## src/rtl/hbrf_pkg.sv

```systemverilog
package hbrf_pkg;
  localparam int DW    = 64;
  localparam int IDX_W = 6;
  localparam int NREG  = 1 << IDX_W;

  localparam logic [IDX_W-1:0] IX_FLT      = 6'h00;
  localparam logic [IDX_W-1:0] IX_FLT_AND  = 6'h01;
  localparam logic [IDX_W-1:0] IX_FLT_OR   = 6'h02;
  localparam logic [IDX_W-1:0] IX_FMSK     = 6'h03;
  localparam logic [IDX_W-1:0] IX_FMSK_AND = 6'h04;
  localparam logic [IDX_W-1:0] IX_FMSK_OR  = 6'h05;
  localparam logic [IDX_W-1:0] IX_ACT0     = 6'h06;
  localparam logic [IDX_W-1:0] IX_ACT1     = 6'h07;
  localparam logic [IDX_W-1:0] IX_BASE     = 6'h0A;
  localparam logic [IDX_W-1:0] IX_SPBASE   = 6'h0B;
  localparam logic [IDX_W-1:0] IX_CTL      = 6'h0E;
  localparam logic [IDX_W-1:0] IX_EMASK    = 6'h0F;
  localparam logic [IDX_W-1:0] IX_CTL_SET  = 6'h12;
  localparam logic [IDX_W-1:0] IX_CTL_CLR  = 6'h13;
  localparam logic [IDX_W-1:0] IX_DMAHI    = 6'h14;
  localparam logic [IDX_W-1:0] IX_ISTAT    = 6'h15;

  localparam int MM_BASE_IDX  = 10;
  localparam int CTL_MMIO_BIT = 62;

  typedef struct packed {
    logic             vld;
    logic             we;
    logic             mm;
    logic             ok;
    logic [IDX_W-1:0] idx;
    logic [DW-1:0]    wd;
  } acc_t;
endpackage

```

## src/rtl/hb_port_decode.sv

```systemverilog
module hb_port_decode
  import hbrf_pkg::*;
#(
  parameter int ADDR_W   = 9,
  parameter int BASE_IDX = 0,
  parameter bit IS_MM    = 1'b0
) (
  input  logic              valid,
  input  logic              we,
  input  logic [ADDR_W-1:0] addr,
  input  logic [DW-1:0]     wdata,
  output acc_t              acc
);
  localparam int SUM_W = 32;

  logic [SUM_W-1:0] wide;

  always_comb begin
    wide    = SUM_W'(addr >> 3) + SUM_W'(BASE_IDX);
    acc.vld = valid;
    acc.we  = we;
    acc.mm  = IS_MM;
    acc.ok  = (addr[2:0] == 3'b000) && (wide < SUM_W'(NREG));
    acc.idx = wide[IDX_W-1:0];
    acc.wd  = wdata;
  end
endmodule

```

## src/rtl/hb_reg_core.sv

```systemverilog
module hb_reg_core
  import hbrf_pkg::*;
#(
  parameter int          INT_N     = 5,
  parameter int          INT_LSB   = 32,
  parameter logic [63:0] BAR_DFLT  = 64'h0,
  parameter logic [63:0] BAR_MASK  = 64'h0003_FFFF_FFF0_0000,
  parameter logic [63:0] FSP_MASK  = 64'h0003_FFFF_0000_0000
) (
  input  logic             clk,
  input  logic             rst,
  input  acc_t             acc,
  input  logic [INT_N-1:0] int_level,
  output logic [DW-1:0]    rd_val,
  output logic             bad,
  output logic             mmio_chg
);
  localparam logic [DW-1:0] BASE_KEEP = BAR_MASK | 64'h1;
  localparam logic [DW-1:0] BASE_RST  = (BAR_DFLT & BAR_MASK) | 64'h1;

  logic [DW-1:0] flt, fmsk, act0, act1, base, spbase, ctl, emask, dmahi, istat;
  logic [DW-1:0] flt_n, fmsk_n, act0_n, act1_n, base_n, spbase_n, ctl_n, emask_n, dmahi_n;
  logic [DW-1:0] istat_n;

  always_comb begin
    istat_n = '0;
    istat_n[INT_LSB +: INT_N] = int_level;
  end

  always_comb begin
    flt_n = flt;   fmsk_n = fmsk;     act0_n = act0;   act1_n = act1;
    base_n = base; spbase_n = spbase; ctl_n = ctl;     emask_n = emask;
    dmahi_n = dmahi;
    bad    = 1'b0;
    rd_val = '1;
    if (acc.vld) begin
      if (!acc.ok) begin
        bad = 1'b1;
      end else if (acc.we) begin
        unique case (acc.idx)
          IX_FLT:      flt_n   = acc.wd;
          IX_FLT_AND:  flt_n   = flt & acc.wd;
          IX_FLT_OR:   flt_n   = flt | acc.wd;
          IX_FMSK:     fmsk_n  = acc.wd;
          IX_FMSK_AND: fmsk_n  = fmsk & acc.wd;
          IX_FMSK_OR:  fmsk_n  = fmsk | acc.wd;
          IX_ACT0:     act0_n  = acc.wd;
          IX_ACT1:     act1_n  = acc.wd;
          IX_BASE: begin
            if (acc.mm) bad = 1'b1;
            else        base_n = acc.wd & BASE_KEEP;
          end
          IX_SPBASE:   spbase_n = acc.wd & FSP_MASK;
          IX_CTL:      ctl_n   = acc.wd;
          IX_CTL_SET:  ctl_n   = ctl | acc.wd;
          IX_CTL_CLR:  ctl_n   = ctl & ~acc.wd;
          IX_EMASK:    emask_n = acc.wd;
          IX_DMAHI:    dmahi_n = acc.wd;
          default:     bad     = 1'b1;
        endcase
      end else begin
        unique case (acc.idx)
          IX_FLT:    rd_val = flt;
          IX_FMSK:   rd_val = fmsk;
          IX_ACT0:   rd_val = act0;
          IX_ACT1:   rd_val = act1;
          IX_BASE:   rd_val = base;
          IX_SPBASE: rd_val = spbase;
          IX_CTL:    rd_val = ctl;
          IX_EMASK:  rd_val = emask;
          IX_DMAHI:  rd_val = dmahi;
          IX_ISTAT:  rd_val = istat;
          default:   bad    = 1'b1;
        endcase
      end
    end
    mmio_chg = ctl_n[CTL_MMIO_BIT] ^ ctl[CTL_MMIO_BIT];
  end

  always_ff @(posedge clk) begin
    if (rst) begin
      flt <= '0; fmsk <= '0; act0 <= '0; act1 <= '0;
      base <= BASE_RST; spbase <= '0; ctl <= '0; emask <= '0;
      dmahi <= '0; istat <= '0;
    end else begin
      flt <= flt_n; fmsk <= fmsk_n; act0 <= act0_n; act1 <= act1_n;
      base <= base_n; spbase <= spbase_n; ctl <= ctl_n; emask <= emask_n;
      dmahi <= dmahi_n; istat <= istat_n;
    end
  end
endmodule

```

## src/rtl/hb_read_return.sv

```systemverilog
module hb_read_return #(
  parameter int W = 64
) (
  input  logic         clk,
  input  logic         rst,
  input  logic         hit,
  input  logic [W-1:0] data,
  output logic         rvalid,
  output logic [W-1:0] rdata
);
  always_ff @(posedge clk) begin
    if (rst) begin
      rvalid <= 1'b0;
      rdata  <= '0;
    end else begin
      rvalid <= hit;
      if (hit) rdata <= data;
    end
  end
endmodule

```

## src/rtl/hostbridge_regfile.sv

```systemverilog
module hostbridge_regfile
  import hbrf_pkg::*;
#(
  parameter int          SC_AW    = 9,
  parameter int          MM_AW    = 8,
  parameter int          INT_N    = 5,
  parameter int          INT_LSB  = 32,
  parameter logic [63:0] BAR_DFLT = 64'h0,
  parameter logic [63:0] BAR_MASK = 64'h0003_FFFF_FFF0_0000,
  parameter logic [63:0] FSP_MASK = 64'h0003_FFFF_0000_0000
) (
  input  logic             clk,
  input  logic             rst,
  input  logic             scn_valid,
  output logic             scn_ready,
  input  logic             scn_we,
  input  logic [SC_AW-1:0] scn_addr,
  input  logic [63:0]      scn_wdata,
  output logic             scn_rvalid,
  output logic [63:0]      scn_rdata,
  input  logic             mm_valid,
  output logic             mm_ready,
  input  logic             mm_we,
  input  logic [MM_AW-1:0] mm_addr,
  input  logic [63:0]      mm_wdata,
  output logic             mm_rvalid,
  output logic [63:0]      mm_rdata,
  input  logic [INT_N-1:0] int_level,
  output logic             err_pulse,
  output logic             mmio_en_chg
);
  localparam int NPORT = 2;

  acc_t          sc_acc, mm_acc, sel;
  logic [DW-1:0] rd_val;
  logic          bad, chg;
  logic [NPORT-1:0]     hit, rv;
  logic [DW-1:0]        rd [NPORT];

  assign scn_ready = 1'b1;
  assign mm_ready  = ~scn_valid;

  hb_port_decode #(.ADDR_W(SC_AW), .BASE_IDX(0), .IS_MM(1'b0)) u_sc_dec (
    .valid(scn_valid), .we(scn_we), .addr(scn_addr), .wdata(scn_wdata), .acc(sc_acc));

  hb_port_decode #(.ADDR_W(MM_AW), .BASE_IDX(MM_BASE_IDX), .IS_MM(1'b1)) u_mm_dec (
    .valid(mm_valid), .we(mm_we), .addr(mm_addr), .wdata(mm_wdata), .acc(mm_acc));

  always_comb begin
    if (sc_acc.vld)      sel = sc_acc;
    else if (mm_acc.vld) sel = mm_acc;
    else                 sel = '0;
  end

  hb_reg_core #(
    .INT_N(INT_N), .INT_LSB(INT_LSB), .BAR_DFLT(BAR_DFLT),
    .BAR_MASK(BAR_MASK), .FSP_MASK(FSP_MASK)
  ) u_core (
    .clk(clk), .rst(rst), .acc(sel), .int_level(int_level),
    .rd_val(rd_val), .bad(bad), .mmio_chg(chg));

  assign hit[0] = scn_valid & ~scn_we;
  assign hit[1] = mm_valid & mm_ready & ~mm_we;

  for (genvar p = 0; p < NPORT; p++) begin : g_ret
    hb_read_return #(.W(DW)) u_ret (
      .clk(clk), .rst(rst), .hit(hit[p]), .data(rd_val),
      .rvalid(rv[p]), .rdata(rd[p]));
  end

  assign scn_rvalid = rv[0];
  assign scn_rdata  = rd[0];
  assign mm_rvalid  = rv[1];
  assign mm_rdata   = rd[1];

  always_ff @(posedge clk) begin
    if (rst) begin
      err_pulse   <= 1'b0;
      mmio_en_chg <= 1'b0;
    end else begin
      err_pulse   <= bad;
      mmio_en_chg <= chg;
    end
  end
endmodule

```

## config.mk

```make
export PLATFORM = sky130hd
export DESIGN_NAME = hostbridge_regfile
export DESIGN_NICKNAME = d
export VERILOG_FILES = /design/src/rtl/hbrf_pkg.sv /design/src/rtl/hb_port_decode.sv /design/src/rtl/hb_reg_core.sv /design/src/rtl/hb_read_return.sv /design/src/rtl/hostbridge_regfile.sv
export SDC_FILE = /design/constraint.sdc
export NUM_CORES = 1
export LEC_CHECK = 0
export BUFFER_PORTS_ARGS = -buffer_cell sky130_fd_sc_hd__buf_2
export CORE_ASPECT_RATIO = 1.4
export CORE_MARGIN = 1
export CORE_UTILIZATION = 52
export CTS_CLUSTER_DIAMETER = 100
export CTS_CLUSTER_SIZE = 8
export DETAILED_ROUTE_END_ITERATION = 10
export PLACE_DENSITY = 0.71
export SYNTH_ARGS = -nofsm -noshare
export SYNTH_HDL_FRONTEND = slang
export SYNTH_HIERARCHICAL = 1
export SYNTH_SLANG_ARGS = --single-unit
```

## constraint.sdc

```tcl
create_clock -name clk -period 7 [get_ports clk]
set_clock_uncertainty 0.15 [all_clocks]
set_input_delay 0.35 -clock clk [delete_from_list [all_inputs] [get_ports clk]]
set_output_delay 0.35 -clock clk [all_outputs]
set_load 0.005 [all_outputs]
```

==> run_results.csv <==
group,metric,value,unit
synthesis,avgSynthCellArea,8.19,um2
worst_setup_path,crit_path_start_kind,"input pin",
pwr,power_switching_share,23.1,%
sta,tns,0,ns
worst_setup_path,cpPeakStageDelay,0.69,ns
placed_design,gp_congestion,0.813,
worst_setup_path,arrival,4.53,ns
detailed_routing,wl_met1,34900,um
floorplanning,start_util,52.9,%
worst_hold_path,hold_path.class,"input pin to flip-flop",
sta,max_freq,237,MHz
global_routing,grt_max_degree,225,
pwr,ir_drop,0.173,mV
synthesis,synth_top_area_share,44.9,%
sta,slew_headroom,17.2,%
synthesis,synth-seq-area-share,44.9,%
synthesis,synth_seq_cells,634,
cts,numClockSinks,634,
synthesis,synth_top_area_cell,"dfxtp_1",
placed_design,hpwl,47700,um
floorplanning,dieArea,0.0553,mm2
sta,post-route-min-period,4.22,ns
cts,cts_tree,"yes",
synthesis,synthArstFlopShare,0,%
pwr,share_seq_of_total_power,46.3,%
detailed_routing,top_layer,"met4",
synthesis,netlist-cell-type-count,60,
cts,clk_path_buf_depth,3,
global_routing,grt_antenna_before_repair,0,
cts,cts_hold_buffers,6,
floorplanning,pin_count,290,
worst_setup_path,crit_path_max_fanout,51,
placed_design,place_ws,2.22,ns
synthesis,syn_inst,3446,
synthesis,synth_top_flop_cell,"dfxtp_1",
cts,clock-root-buffer,"clkbuf_16",
cells_and_area,drive_gt1_share,13.6,%
worst_setup_path,crit_slowest_cell,"or4b_1",
detailed_routing,vias,24300,
sta,period_share,60.2,%
pwr,pwr-share-comb,6.1,%
worst_setup_path,crit_buf_inv,4,
worst_setup_path,path_class,"input pin to flip-flop",
cts,cts-buffers-inserted,89,
sta,report.final.slew_viol_count,0,
sta,finalSetupViolations,0,
sta,setup_ws,2.78,ns
detailed_routing,post_drt_via_cell_ratio,5.89,
detailed_routing,initialDrtViolationCount,2349,
cells_and_area,antenna_cells,0,
global_routing,grt_usage,29.9,%
detailed_routing,dr_wl_met2,40300,um
cts,h-tree-depth,3,
floorplanning,die_w,199,um
cells_and_area,syn2layout_area_growth,8.58,%
global_routing,grt_pass1_wl,129000,um
cts,clkTransAtPathRegs,0.05,ns
status,status,"finished clean",
detailed_routing,remaining_drc_errors,0,
worst_setup_path,endpoint_kind,"flip-flop",
cells_and_area,final_common_cell,"nand2_1",
synthesis,synth_edf_count,0,
worst_setup_path,crit_chain,"buf_4, nor2b_4, buf_12, a22o_1, or4b_1, nor2_4, buf_4, nand2_2, buf_4, nand2_1, a21oi_1",
cells_and_area,layout_common_cells,"838 x nand2_1, 634 x dfxtp_1, 474 x a21oi_1",
worst_setup_path,required,7.31,ns
detailed_routing,ant_nets,0,
worst_setup_path,cp_top_family,"simple AND/OR/NAND/NOR gates",
placed_design,portBuffers,288,
floorplanning,die_h,278,um
pwr,p_sw,1.84,mW
sta,worst_pin_slew,1.23,ns
global_routing,grt_pass1_vias,22500,
sta,rsz0062_at_grt,"no",
pwr,powerDensity,260,mW/mm2
cts,clk_latency,0.63,ns
sta,hold_viol,0,
cells_and_area,layout.nets,3560,
floorplanning,core,0.0534,mm2
global_routing,grt_remaining_overflow,0,
detailed_routing,dr_wl_met3,6170,um
cts,post_cts_buffers,0,
synthesis,synth_area_leaders,"dfxtp_1 45%, nand2_1 11%, a21oi_1 8.4%",
synthesis,syn_nets,3603,
job,drv_cap,0,
floorplanning,rows,100,
pwr,internal_power,6.14,mW
pwr,p_leak,10.9,nW
worst_setup_path,crit_path_frequent_cell,"buf_4",
pwr,clock_power_share,47.6,%
synthesis,netlist_area,0.0282,mm2
detailed_routing,wl_per_cell,20.4,um
cts,cts_resized,0,
detailed_routing,dr.pass1.iters,8,
synthesis,ys_warn_count,6,
detailed_routing,wl,84200,um
[cells in the mapped netlist, types with 4 or more instances]
cell and count:
buf_1 21, buf_8 17, a221oi_1 4, buf_2 62, clkbuf_1 187, and2_1 4, nand4_1 61, or3_1 4
nor2b_1 116, buf_6 24, nand3_1 4, mux2i_1 132, and3_1 5, nor3_2 5, o21ai_0 143, a22oi_1 37
nand2b_1 4, dfxtp_1 634, inv_1 4, a222oi_1 38, nand2_1 843, buf_4 161, a21oi_1 475, nor2_1 137
o21ai_1 52, a22o_1 219
[stage by stage]
| step | hold slack (ns) | util, % | area [um2] | cells | total power [mW] |
|---|---|---|---|---|---|
| global route | 0.181 | 57.4 | 30700 | 4122 | 8.22 |
| global placement | 0.291 | 52.9 | 28200 | 4020 | 4.24 |
| finish | 0.138 | 57.4 | 30700 | 4122 | 7.98 |
| detailed placement | 0.296 | 52.9 | 28200 | 4020 | 4.24 |
| floorplan | 0.272 | - | 28200 | 3446 | 4.13 |
| CTS | 0.115 | 57.4 | 30700 | 4122 | 8.03 |
[registers in the layout (all words and copies together) (netlist names)]
name	flops
g_ret.u_ret/rdata	128
u_core/act0	64
u_core/act1	64
u_core/ctl	64
u_core/dmahi	64
u_core/emask	64
u_core/flt	64
u_core/fmsk	64
u_core/base	31
u_core/spbase	18
u_core/istat	5
g_ret.u_ret/rvalid	2
err_pulse	1
mmio_en_chg	1
[path summary, 6_finish.rpt]
check / start / to / slack (ns) / cells after the start
worst max-delay path: scn_valid / u_core/act1[45]$_SDFFE_PP0P_ / 2.78 / 11
worst min-delay path: mm_wdata[6] / u_core/flt[6]$_SDFFE_PP0P_ / 0.14 / 4
worst max register to register: u_core/base[37]$_SDFFE_PP0P_ / g_ret[0].u_ret/rdata[37]$_SDFFE_PP0P_ / 5.27 / 5
worst min register to register: u_core/emask[28]$_SDFFE_PP0P_ / u_core/emask[28]$_SDFFE_PP0P_ / 0.30 / 2
[layout make-up]
cell class                      count  area [um2]
Sequential cell                   634       12700
Multi-Input combinational cell   2335       12800
Inverter                            5        18.8
Clock buffer                       93        2330
Fill cell                        4860       22800
Timing Repair Buffer              338        1890
Clock inverter                      3        26.3
Tap cell                          714         893
[metal layers]
metal  vias up  track usage (%)
met4         0             12.6
met3       162             4.58
li1      11500                -
met5         -                0
met2      1024             49.6
met1     11500             38.3
[cells by family (layout without fill, tap and decap cells)]
| family | after synthesis | in the layout | synth area share [%] |
|---|---|---|---|
| xor+xnor | 4 | 4 | 0.124 |
| buf+inv | 477 | 439 | 10.1 |
| compound gates | 982 | 982 | 21.5 |
| flops | 634 | 634 | 44.9 |
| simple gates | 1213 | 1213 | 18.5 |
| other cells | 3 | 3 | 0.0399 |
| fa+ha+maj | 1 | 1 | 0.0443 |
| mux | 132 | 132 | 4.68 |
[power by group through the flow]
| stage | Combinational [mW] | Sequential, mW | Clock [mW] |
|---|---|---|---|
| after floorplan | 0.368 | 3.76 | 0 |
| after global placement | 0.477 | 3.76 | 0 |
| after detailed placement | 0.481 | 3.76 | 0 |
| after CTS | 0.485 | 3.69 | 3.85 |
| after global routing | 0.524 | 3.69 | 4.01 |
| final | 0.487 | 3.69 | 3.80 |
[tightest hold or removal path: stages]
cell and delay [ns]:
buf_2 0.08, a22o_1 0.31, nand2_1 0.09, nand2_1 0.06
(Power assumes the default switching activity.)
